$ cat config.mk
export PLATFORM = sky130hd
export DESIGN_NAME = hdlc_bit_serializer
export DESIGN_NICKNAME = d
export VERILOG_FILES = /design/src/rtl/hdlc_ser_pkg.sv /design/src/rtl/hdlc_ser_hold.sv /design/src/rtl/hdlc_ser_run.sv /design/src/rtl/hdlc_ser_fsm.sv /design/src/rtl/hdlc_bit_serializer.sv
export SDC_FILE = /design/constraint.sdc
export NUM_CORES = 1
export LEC_CHECK = 0
export ABC_AREA = 1
export ABC_CLOCK_PERIOD_IN_PS = 2300
export CELL_PAD_IN_SITES_DETAIL_PLACEMENT = 0
export CELL_PAD_IN_SITES_GLOBAL_PLACEMENT = 2
export CORE_ASPECT_RATIO = 0.8
export CORE_MARGIN = 3
export CORE_UTILIZATION = 24
export DETAILED_ROUTE_END_ITERATION = 16
export DONT_BUFFER_PORTS = 1
export PLACE_DENSITY_LB_ADDON = 0.08
export SLEW_MARGIN = 20
export SYNTH_ARGS = -nofsm -noshare
export SYNTH_HDL_FRONTEND = slang
export SYNTH_SLANG_ARGS = --single-unit
$ cat constraint.sdc
create_clock -name clk -period 2.3 [get_ports clk]
set_clock_uncertainty 0.15 [all_clocks]
set_input_delay 0.46 -clock clk [delete_from_list [all_inputs] [get_ports clk]]
set_output_delay 0.46 -clock clk [all_outputs]
set_load 0.01 [all_outputs]
$ cat src/rtl/hdlc_ser_pkg.sv
package hdlc_ser_pkg;

  // Next value of the consecutive-ones count after one data bit.
  function automatic int unsigned ones_next(input int unsigned cnt, input logic b,
                                            input logic hold);
    if (hold) return 0;
    if (b) return cnt + 1;
    return 0;
  endfunction

  // True when the bit now on the line completes a run that must be broken.
  function automatic logic stuff_due(input int unsigned cnt, input logic b,
                                     input logic hold, input int unsigned run_len);
    return !hold && b && (cnt == run_len - 1);
  endfunction

endpackage

$ cat src/rtl/hdlc_ser_hold.sv
module hdlc_ser_hold #(
  parameter int W = 8,
  localparam int IW = (W > 1) ? $clog2(W) : 1
) (
  input  logic          clk,
  input  logic          rst_n,
  input  logic          load,
  input  logic [W-1:0]  din,
  input  logic          stuff_off,
  input  logic [IW-1:0] sel,
  output logic          cur_bit,
  output logic          nostuff
);
  logic [W-1:0] data_q;

  always_ff @(posedge clk) begin
    if (!rst_n) begin
      data_q  <= '0;
      nostuff <= 1'b0;
    end else if (load) begin
      data_q  <= din;
      nostuff <= stuff_off;
    end
  end

  assign cur_bit = data_q[sel];
endmodule

$ cat src/rtl/hdlc_ser_run.sv
module hdlc_ser_run
  import hdlc_ser_pkg::*;
#(
  parameter int RUN = 5,
  localparam int CW = $clog2(RUN + 1)
) (
  input  logic          clk,
  input  logic          rst_n,
  input  logic          in_idle,
  input  logic          in_bit,
  input  logic          in_ins,
  input  logic          line_bit,
  input  logic          nostuff,
  input  logic          load_clr,
  output logic [CW-1:0] cnt,
  output logic          ins_due
);
  logic [CW-1:0] cnt_n;

  always_comb begin
    if (in_idle || in_ins || load_clr) cnt_n = '0;
    else if (in_bit) cnt_n = CW'(ones_next(int'(cnt), line_bit, nostuff));
    else cnt_n = cnt;
  end

  always_ff @(posedge clk) begin
    if (!rst_n) cnt <= '0;
    else cnt <= cnt_n;
  end

  assign ins_due = in_bit && stuff_due(int'(cnt), line_bit, nostuff, RUN);

  AST_RUN_BOUND: assert property (@(posedge clk) disable iff (!rst_n)
    cnt <= CW'(RUN));
  AST_NOSTUFF_HOLD: assert property (@(posedge clk) disable iff (!rst_n)
    (in_bit && nostuff) |-> (cnt == '0));
  AST_IDLE_CLEAR: assert property (@(posedge clk) disable iff (!rst_n)
    in_idle |=> (cnt == '0));
  AST_ZERO_CLEARS: assert property (@(posedge clk) disable iff (!rst_n)
    (in_bit && !line_bit) |=> (cnt == '0));
endmodule

$ cat src/rtl/hdlc_ser_fsm.sv
module hdlc_ser_fsm #(
  parameter int W = 8,
  localparam int IW = (W > 1) ? $clog2(W) : 1,
  localparam int PW = $clog2(W + 1),
  localparam int NS = W + 2
) (
  input  logic          clk,
  input  logic          rst_n,
  input  logic          take,
  input  logic          ins_due,
  output logic          in_idle,
  output logic          in_bit,
  output logic          in_ins,
  output logic [IW-1:0] idx,
  output logic          byte_end
);
  // one-hot: [0] idle, [1+k] data bit k, [W+1] insertion
  logic [NS-1:0] st, st_n;
  logic [PW-1:0] rpos, rpos_n;
  logic          resume_done;

  assign in_idle     = st[0];
  assign in_ins      = st[W+1];
  assign in_bit      = |st[W:1];
  assign resume_done = (rpos == PW'(W));

  always_comb begin
    idx = '0;
    for (int k = 0; k < W; k++)
      if (st[k+1]) idx = IW'(k);
  end

  assign byte_end = (st[W] && !ins_due) || (in_ins && resume_done);

  always_comb begin
    st_n   = '0;
    rpos_n = rpos;
    if (in_idle) begin
      if (take) st_n[1] = 1'b1;
      else      st_n[0] = 1'b1;
    end else if (in_ins) begin
      if (resume_done) begin
        if (take) st_n[1] = 1'b1;
        else      st_n[0] = 1'b1;
      end else begin
        st_n[int'(rpos) + 1] = 1'b1;
      end
    end else begin
      if (ins_due) begin
        st_n[W+1] = 1'b1;
        rpos_n    = PW'(idx) + PW'(1);
      end else if (int'(idx) != W - 1) begin
        st_n[int'(idx) + 2] = 1'b1;
      end else if (take) begin
        st_n[1] = 1'b1;
      end else begin
        st_n[0] = 1'b1;
      end
    end
  end

  always_ff @(posedge clk) begin
    if (!rst_n) begin
      st   <= NS'(1);
      rpos <= '0;
    end else begin
      st   <= st_n;
      rpos <= rpos_n;
    end
  end

  AST_STATE_ONEHOT: assert property (@(posedge clk) disable iff (!rst_n)
    $onehot(st));
  AST_REQ_SINGLE: assert property (@(posedge clk) disable iff (!rst_n)
    byte_end |=> !byte_end);
  AST_INS_RESUME: assert property (@(posedge clk) disable iff (!rst_n)
    (in_ins && !resume_done) |=> (in_bit && idx == $past(rpos[IW-1:0])));
  AST_BIT_ADVANCE: assert property (@(posedge clk) disable iff (!rst_n)
    (in_bit && !ins_due && !byte_end) |=> (in_bit && idx == $past(idx) + IW'(1)));
endmodule

$ cat src/rtl/hdlc_bit_serializer.sv
module hdlc_bit_serializer #(
  parameter int W   = 8,
  parameter int RUN = 5,
  localparam int IW = (W > 1) ? $clog2(W) : 1,
  localparam int CW = $clog2(RUN + 1)
) (
  input  logic         clk,
  input  logic         rst_n,
  input  logic         byte_valid,
  input  logic [W-1:0] byte_data,
  input  logic         stuff_off,
  output logic         byte_req,
  output logic         tx_bit
);
  logic          in_idle, in_bit, in_ins, byte_end, ins_due;
  logic          cur_bit, nostuff, take;
  logic [IW-1:0] idx;
  logic [CW-1:0] run_cnt;

  assign byte_req = in_idle || byte_end;
  assign take     = byte_req && byte_valid;

  hdlc_ser_fsm #(.W(W)) u_fsm (
    .clk(clk), .rst_n(rst_n), .take(take), .ins_due(ins_due),
    .in_idle(in_idle), .in_bit(in_bit), .in_ins(in_ins),
    .idx(idx), .byte_end(byte_end)
  );

  hdlc_ser_hold #(.W(W)) u_hold (
    .clk(clk), .rst_n(rst_n), .load(take), .din(byte_data),
    .stuff_off(stuff_off), .sel(idx), .cur_bit(cur_bit), .nostuff(nostuff)
  );

  hdlc_ser_run #(.RUN(RUN)) u_run (
    .clk(clk), .rst_n(rst_n), .in_idle(in_idle), .in_bit(in_bit),
    .in_ins(in_ins), .line_bit(cur_bit), .nostuff(nostuff),
    .load_clr(take && stuff_off), .cnt(run_cnt), .ins_due(ins_due)
  );

  always_comb begin
    if (in_idle)     tx_bit = 1'b1;
    else if (in_ins) tx_bit = 1'b0;
    else             tx_bit = cur_bit;
  end

  AST_INS_AFTER_ONE: assert property (@(posedge clk) disable iff (!rst_n)
    in_ins |-> ($past(tx_bit) && !$past(nostuff) && $past(run_cnt) == CW'(RUN - 1)));
  AST_IDLE_REQ: assert property (@(posedge clk) disable iff (!rst_n)
    (byte_end && !byte_valid) |=> (byte_req && tx_bit));
endmodule

Word-level counts from Yosys, hierarchy flattened
Index checks and enable logic that the tools add are counted.
Word-level totals
  logic and storage cells: 75
  output and inout bits: 2
  register bits after elaboration: 26
Operators by class
  reduce and logical (&&, ||, !) cells: 19
  bitwise gates (word level): 3
  equal/unequal tests: 3
  multiplexer cells: 35
  add/sub/neg operators: 4
  magnitude comparators: 5
Operator list (number)
  32-bit by 1-bit greater-or-equal comparator with 1-bit output (second input constant): 2
  32-bit by 6-bit < comparator with 1-bit output (second input constant): 2
  3-bit 2-to-1 mux: 8
  1-bit 2-to-1 mux: 16
  8-bit 2-to-1 mux: 2
  10-bit 2-to-1 mux: 1
  1-bit logical AND: 9
  9-bit 2-to-1 mux: 1
  1-bit demux with 4-bit select: 2
  2-bit 2-to-1 mux: 4
  8-bit OR reduction: 1
  4-bit by 1-bit adder with 5-bit output (second input constant): 1
  3-bit by 1-bit adder with 4-bit output (second input constant): 1
  3-bit by 2-bit adder with 4-bit output (second input constant): 1
  4-bit == test (second input constant): 1
  1-bit logical OR: 4
  3-bit by 4-bit < comparator with 1-bit output (second input constant): 1
  2-bit OR reduction: 2
  3-bit by 1-bit adder with 3-bit output (second input constant): 1
  1-bit binary-select mux with 3-bit select: 1
  3-bit == test (second input constant): 1
  3-bit by 1-bit != test with 1-bit output (second input constant): 1
  1-bit inverter: 3
  3-bit AND reduction: 1
  1-bit logical NOT: 2

Longest topological paths before layout
  word-level depth: 25
  gate-level depth with buffers: 20

Modules after synthesis
A second synthesis with hierarchy kept.
Second synthesis, totals
  cell total of the unflattened synthesis: 209
  area total of the unflattened synthesis: 1458.9 µm²
By module, submodules not included
  hdlc_ser_fsm: sequential area each 280.3 µm², area an instance 819.5 µm², times used 1, cells an instance 111
  hdlc_ser_hold: sequential area each 180.2 µm², area an instance 397.9 µm², times used 1, cells an instance 58
  hdlc_ser_run: sequential area each 60.1 µm², area an instance 198.9 µm², times used 1, cells an instance 32
  hdlc_bit_serializer: sequential area each 0.0 µm², area an instance 42.5 µm², times used 1, cells an instance 8

Least setup slack after synthesis
Ideal clock, no wire load.
  kind: flip-flop to output port
  from: reg u_fsm.st[3]
  to: out byte_req
  path slack: 0.409 ns
  buffers on the path: 0
  cell stages (with the launch flop): 11
  required time: 1.690 ns
  arrival: 1.281 ns
  cell sequence: dfxtp_1 nor2_2 nor3_2 nor3_4 inv_2 nand3_1 nand3_2 nand2_2 nand3_4 nand2_2 nand2_4
On the way
  word-level cells in the longest chain between the ends: 15
Ends and longest elaborated chain
  start, declared: line hdlc_ser_fsm.sv:18  | logic [NS-1:0] st, st_n;
  start signal, assigned: line hdlc_ser_fsm.sv:67  | st <= st_n;
  2-bit 2-to-1 mux: line hdlc_ser_fsm.sv:30  | if (st[k+1]) idx = IW'(k);
  3-bit 2-to-1 mux (5 in series): line hdlc_ser_fsm.sv:30
  1-bit binary-select mux with 3-bit select: line hdlc_ser_hold.sv:26  | assign cur_bit = data_q[sel];
  1-bit 2-to-1 mux (not written as such): line hdlc_ser_hold.sv:26
  1-bit logical AND (2 in series): line hdlc_ser_pkg.sv:14  | return !hold && b && (cnt == run_len - 1);
  1-bit logical AND *: line hdlc_ser_run.sv:31  | assign ins_due = in_bit && stuff_due(int'(cnt), line_bit, nostuff, RUN);
  1-bit logical NOT *: line hdlc_ser_fsm.sv:33  | assign byte_end = (st[W] && !ins_due) || (in_ins && resume_done);
  1-bit logical AND *: line hdlc_ser_fsm.sv:33
  1-bit logical OR *: line hdlc_ser_fsm.sv:33
  1-bit logical OR *: line hdlc_bit_serializer.sv:20  | assign byte_req = in_idle || byte_end;
  end, declared: line hdlc_bit_serializer.sv:12  | output logic byte_req,
Mark *: on every way between the ends. The rest lies on a longest branch, timed or not. The select of a mux whose other input is x is not followed.

Worst setup path in the final report
Same ends and word-level chain as after synthesis.

==> results <==
- The flow ran to the end, and the final reports show no timing, DRC or antenna violations.
- The largest single stage delay on the critical path is 370 ps.
- The clock latency on the worst-skew pair is 270 ps.
- The required time reported for the critical path endpoint is 1690 ps.
- The count of endpoints failing hold in the final timing report is 0.
- The post-synthesis cell area is 1520 µm².
- The level count of the clock H-tree is 1.
- For this run, global-route usage on met2 was measured as 17.9%.
- The number of nets at the end of the flow is 247.
- The boundary pin count is 14.
- The layout overhead on the synthesized area is 22.7%.
- Along the worst path, the maximum fanout reaches 5.
- TritonCTS built the clock tree.
- The hold-fix buffer count after cts is 0.
- The share of total power dissipated in the clock network is 39.3%.
- The site row count is 25.
- After clock tree synthesis, the clock-pin slew on the worst setup and hold paths is 100 ps.
- The initial antenna violation count is 0.
- For this design, the sink count on the clock tree is 26.
- The met1 usage in global routing is 15.8%.
- In this run switching power makes up 25.0% of total power.
- The worst pin sits at a relative slew slack of 74.9%.
- Dividing the detail-routed wire length by the instance count gives 13.1 µm.
- The path class of the tightest hold or removal check is input pin to register.
- The total setup violations reported at the end of the flow is 0.
- The worst setup path is captured at an output pin.
- In this run, the number of DRC markers left after iteration 0 of detailed routing was 25.
- Dividing the final minimum period by the clock period gives 98.8%.
- The number of different library cells in the post-synthesis netlist is 30.
- The final layout contains routed wiring with a total length of 3990 µm.
- For the finished layout, the period the worst path requires is 2270 ps.
- The synthesized design contains 26 register bits.
- The first global-routing pass estimated 6380 µm of wire.
- Combinational cells account for 12.8% of the total power.
- The areal power density over the cells is 536 nW/µm².
- Global routing consumed, over all layers together, 11.3% of the routing resources.
- Among cell families on the critical path, the largest total delay comes from simple AND/OR/NAND/NOR gates.
- The antenna diode instance count is 0.
- The library cells used most frequently in the layout, excluding fill and tap cells, are 32 x sky130_fd_sc_hd__nor2_1, 27 x sky130_fd_sc_hd__nand2_1, 24 x sky130_fd_sc_hd__inv_1, 24 x sky130_fd_sc_hd__dfxtp_1.
- After legalization and detailed placement, the total HPWL measured 3090 µm.
- After detailed routing, the number of vias per cell comes to 4.56.
- The count of buffers added on input and output ports is 0.
- Among all stages on the critical path, the largest delay is contributed by sky130_fd_sc_hd__dfxtp_2.
- The largest net degree at the start of global routing is 16.
- The via count of the first global-routing pass is 1316.
- The routability congestion estimate is 0.880.
- The global routing's busiest layer is met2.
- The detailed router placed 1392 vias in this run.
- The net switching power figure is 0.000249 W.
- At the pin with the least slew margin, the transition time is 376 ps.
- CTS placed an instance of sky130_fd_sc_hd__clkbuf_8 at the clock tree root.
- The combined buffer and inverter count along the critical path is 1.
- The synthesized net count is 229.
- The number of clock buffers added by TritonCTS is 3.
- The start-to-end type of the worst setup path is register to output pin.
- The mean instance size in the synthesized netlist is 7.34 µm².
- The placeable core region is 6010 µm².
- Setup repair after global routing could not meet its margin everywhere.
- Once placement finished, the instance area stood at 1650 µm².
- The arrival time of the worst setup path is 1660 ps.
- The number of max-capacitance violations reported is 0.
- The most frequent standard cell in the layout excluding fill and tap cells is sky130_fd_sc_hd__nor2_1.
- Counting along the longest clock path gives a buffer depth of 2.
- Cells fill 31.0% of the core in the end.
- The portion of total power attributed to sequential cells is 47.9%.
- The die is 94.9 µm wide.
- The maximum achievable frequency is 0.440 GHz.
- The cell area after layout is 1860 µm².
- STA classifies the critical path startpoint as a register.
- Sequential cells were found to cover 34.3% of the synthesized design area.
- Traced cell by cell, the critical path runs through inv_1, nand2_1, nand2_1, nand2_1, nand2_2, nand2_4, nand3_1, nand3_2, nand3_2, nand2_4, nand3_4, nand2_2, nand2_4.
- The post-detailed-route count of antenna-violating nets is 0.
- The internal power contribution is 0.000750 W.
- The count of TritonRoute iterations in the first routing pass is 4.
- The vertical extent of the die is 77.2 µm.
- Counting every instance in the synthesized netlist gives 207.
- Cells with a size suffix above 1 make up 25.0% of the layout.
- The floorplan step defined a die boundary enclosing 7330 µm².
- The effective utilization at floorplan is 25.3%.
- The DRC violations left is 0.
- The count of final max-slew check failures came to 0.
- The peak ir drop on the vdd network is 0.213 mV.
- The total overflow left after global routing is 0.
- The synthesis warning total is 0.
- The standby leakage power is 0.761 nW.
- For met3 alone, demand over resource in global routing was 2.65%.
[metal layers]
metal	up-vias	wire [µm]
met1	643	1920
met5	-	0
li1	708	-
met4	0	25
met2	39	1860
met3	2	184
[flip-flops by register name, indices dropped and copies added (netlist names)]
name	count
u_run.cnt	3
u_fsm.rpos	4
u_fsm.st	10
u_hold.data_q	8
u_hold.nostuff	1
[cell usage after synthesis (all sizes together)]
cell	number	share of area, %
nand2	38	13
nor2	35	9.0
inv	29	7.3
dfxtp	26	34
nand3	24	9.4
o21ai	14	4.6
a21oi	11	3.9
ha	10	8.2
nor3	6	3.4
nand4	5	2.1
a211oi	2	1.3
a32oi	1	0.58
buf	1	0.49
clkbuf	1	0.25
clkinv	1	0.25
nand3b	1	0.49
o211ai	1	0.49
xor2	1	0.58
[logic make-up (layout without fill, tap and decap cells)]
logic type	count (synthesis)	count (layout)	synth area share, %
XOR/XNOR	1	1	0.577
adder cells (fa/ha/maj)	10	10	8.24
buffers and inverters	32	49	8.32
AO/OA/AOI/OAI	29	29	10.9
flip-flops	26	26	34.3
AND/OR/NAND/NOR	109	109	37.7
[power by group through the flow]
stage | clock network (W) | registers (W) | logic [W]
after CTS | 0.000406 | 0.000478 | 0.000119
after floorplan | 0 | 0.000484 | 0.0000848
after global placement | 0 | 0.000489 | 0.000111
final | 0.000393 | 0.000479 | 0.000128
after detailed placement | 0 | 0.000488 | 0.000110
after global routing | 0.000422 | 0.000481 | 0.000145
[final cells by class]
| class | instances | area (µm²) |
|---|---|---|
| inverters | 30 | 115 |
| flip-flops and latches | 26 | 523 |
| multi-input cells | 149 | 927 |
| repair buffers | 15 | 125 |
| fillers | 677 | 4140 |
| well taps | 81 | 101 |
| clock inverters | 1 | 30.0 |
| clock buffers | 3 | 41.3 |
[path summary, 6_finish.rpt]
check                                  end                         from  slack [ps]  cells past startpoint
min reg2reg    u_hold.nostuff$_SDFFE_PN0P_  u_hold.nostuff$_SDFFE_PN0P_         320                      2
max reg2reg         u_fsm.st[4]$_SDFF_PP0_       u_fsm.st[4]$_SDFF_PP0_         130                     10
max                               byte_req       u_fsm.st[3]$_SDFF_PP0_          30                     13
min          u_hold.data_q[7]$_SDFFE_PN0P_                        rst_n         150                      2
[per-stage QoR]
step	setup WS, ps	hold WS, ps	total power, W	setup TNS [ps]	cells
5_1_grt	-83.4	143	0.00105	-154	305
3_3_place_gp	165	304	0.000600	0	291
3_5_place_dp	148	307	0.000598	0	291
4_1_cts	2.67	143	0.00100	0	302
2_1_floorplan	409	294	0.000569	0	207
6_report	27.5	154	0.000999	0	305
[repair_timing]
item	in CTS	in global routing
gates resized for setup	8	9
setup buffers	7	3
setup endpoints to repair	1	9
pin swaps	4	4
cloned	0	0
No activity file was read; power rests on OpenSTA's default activity.
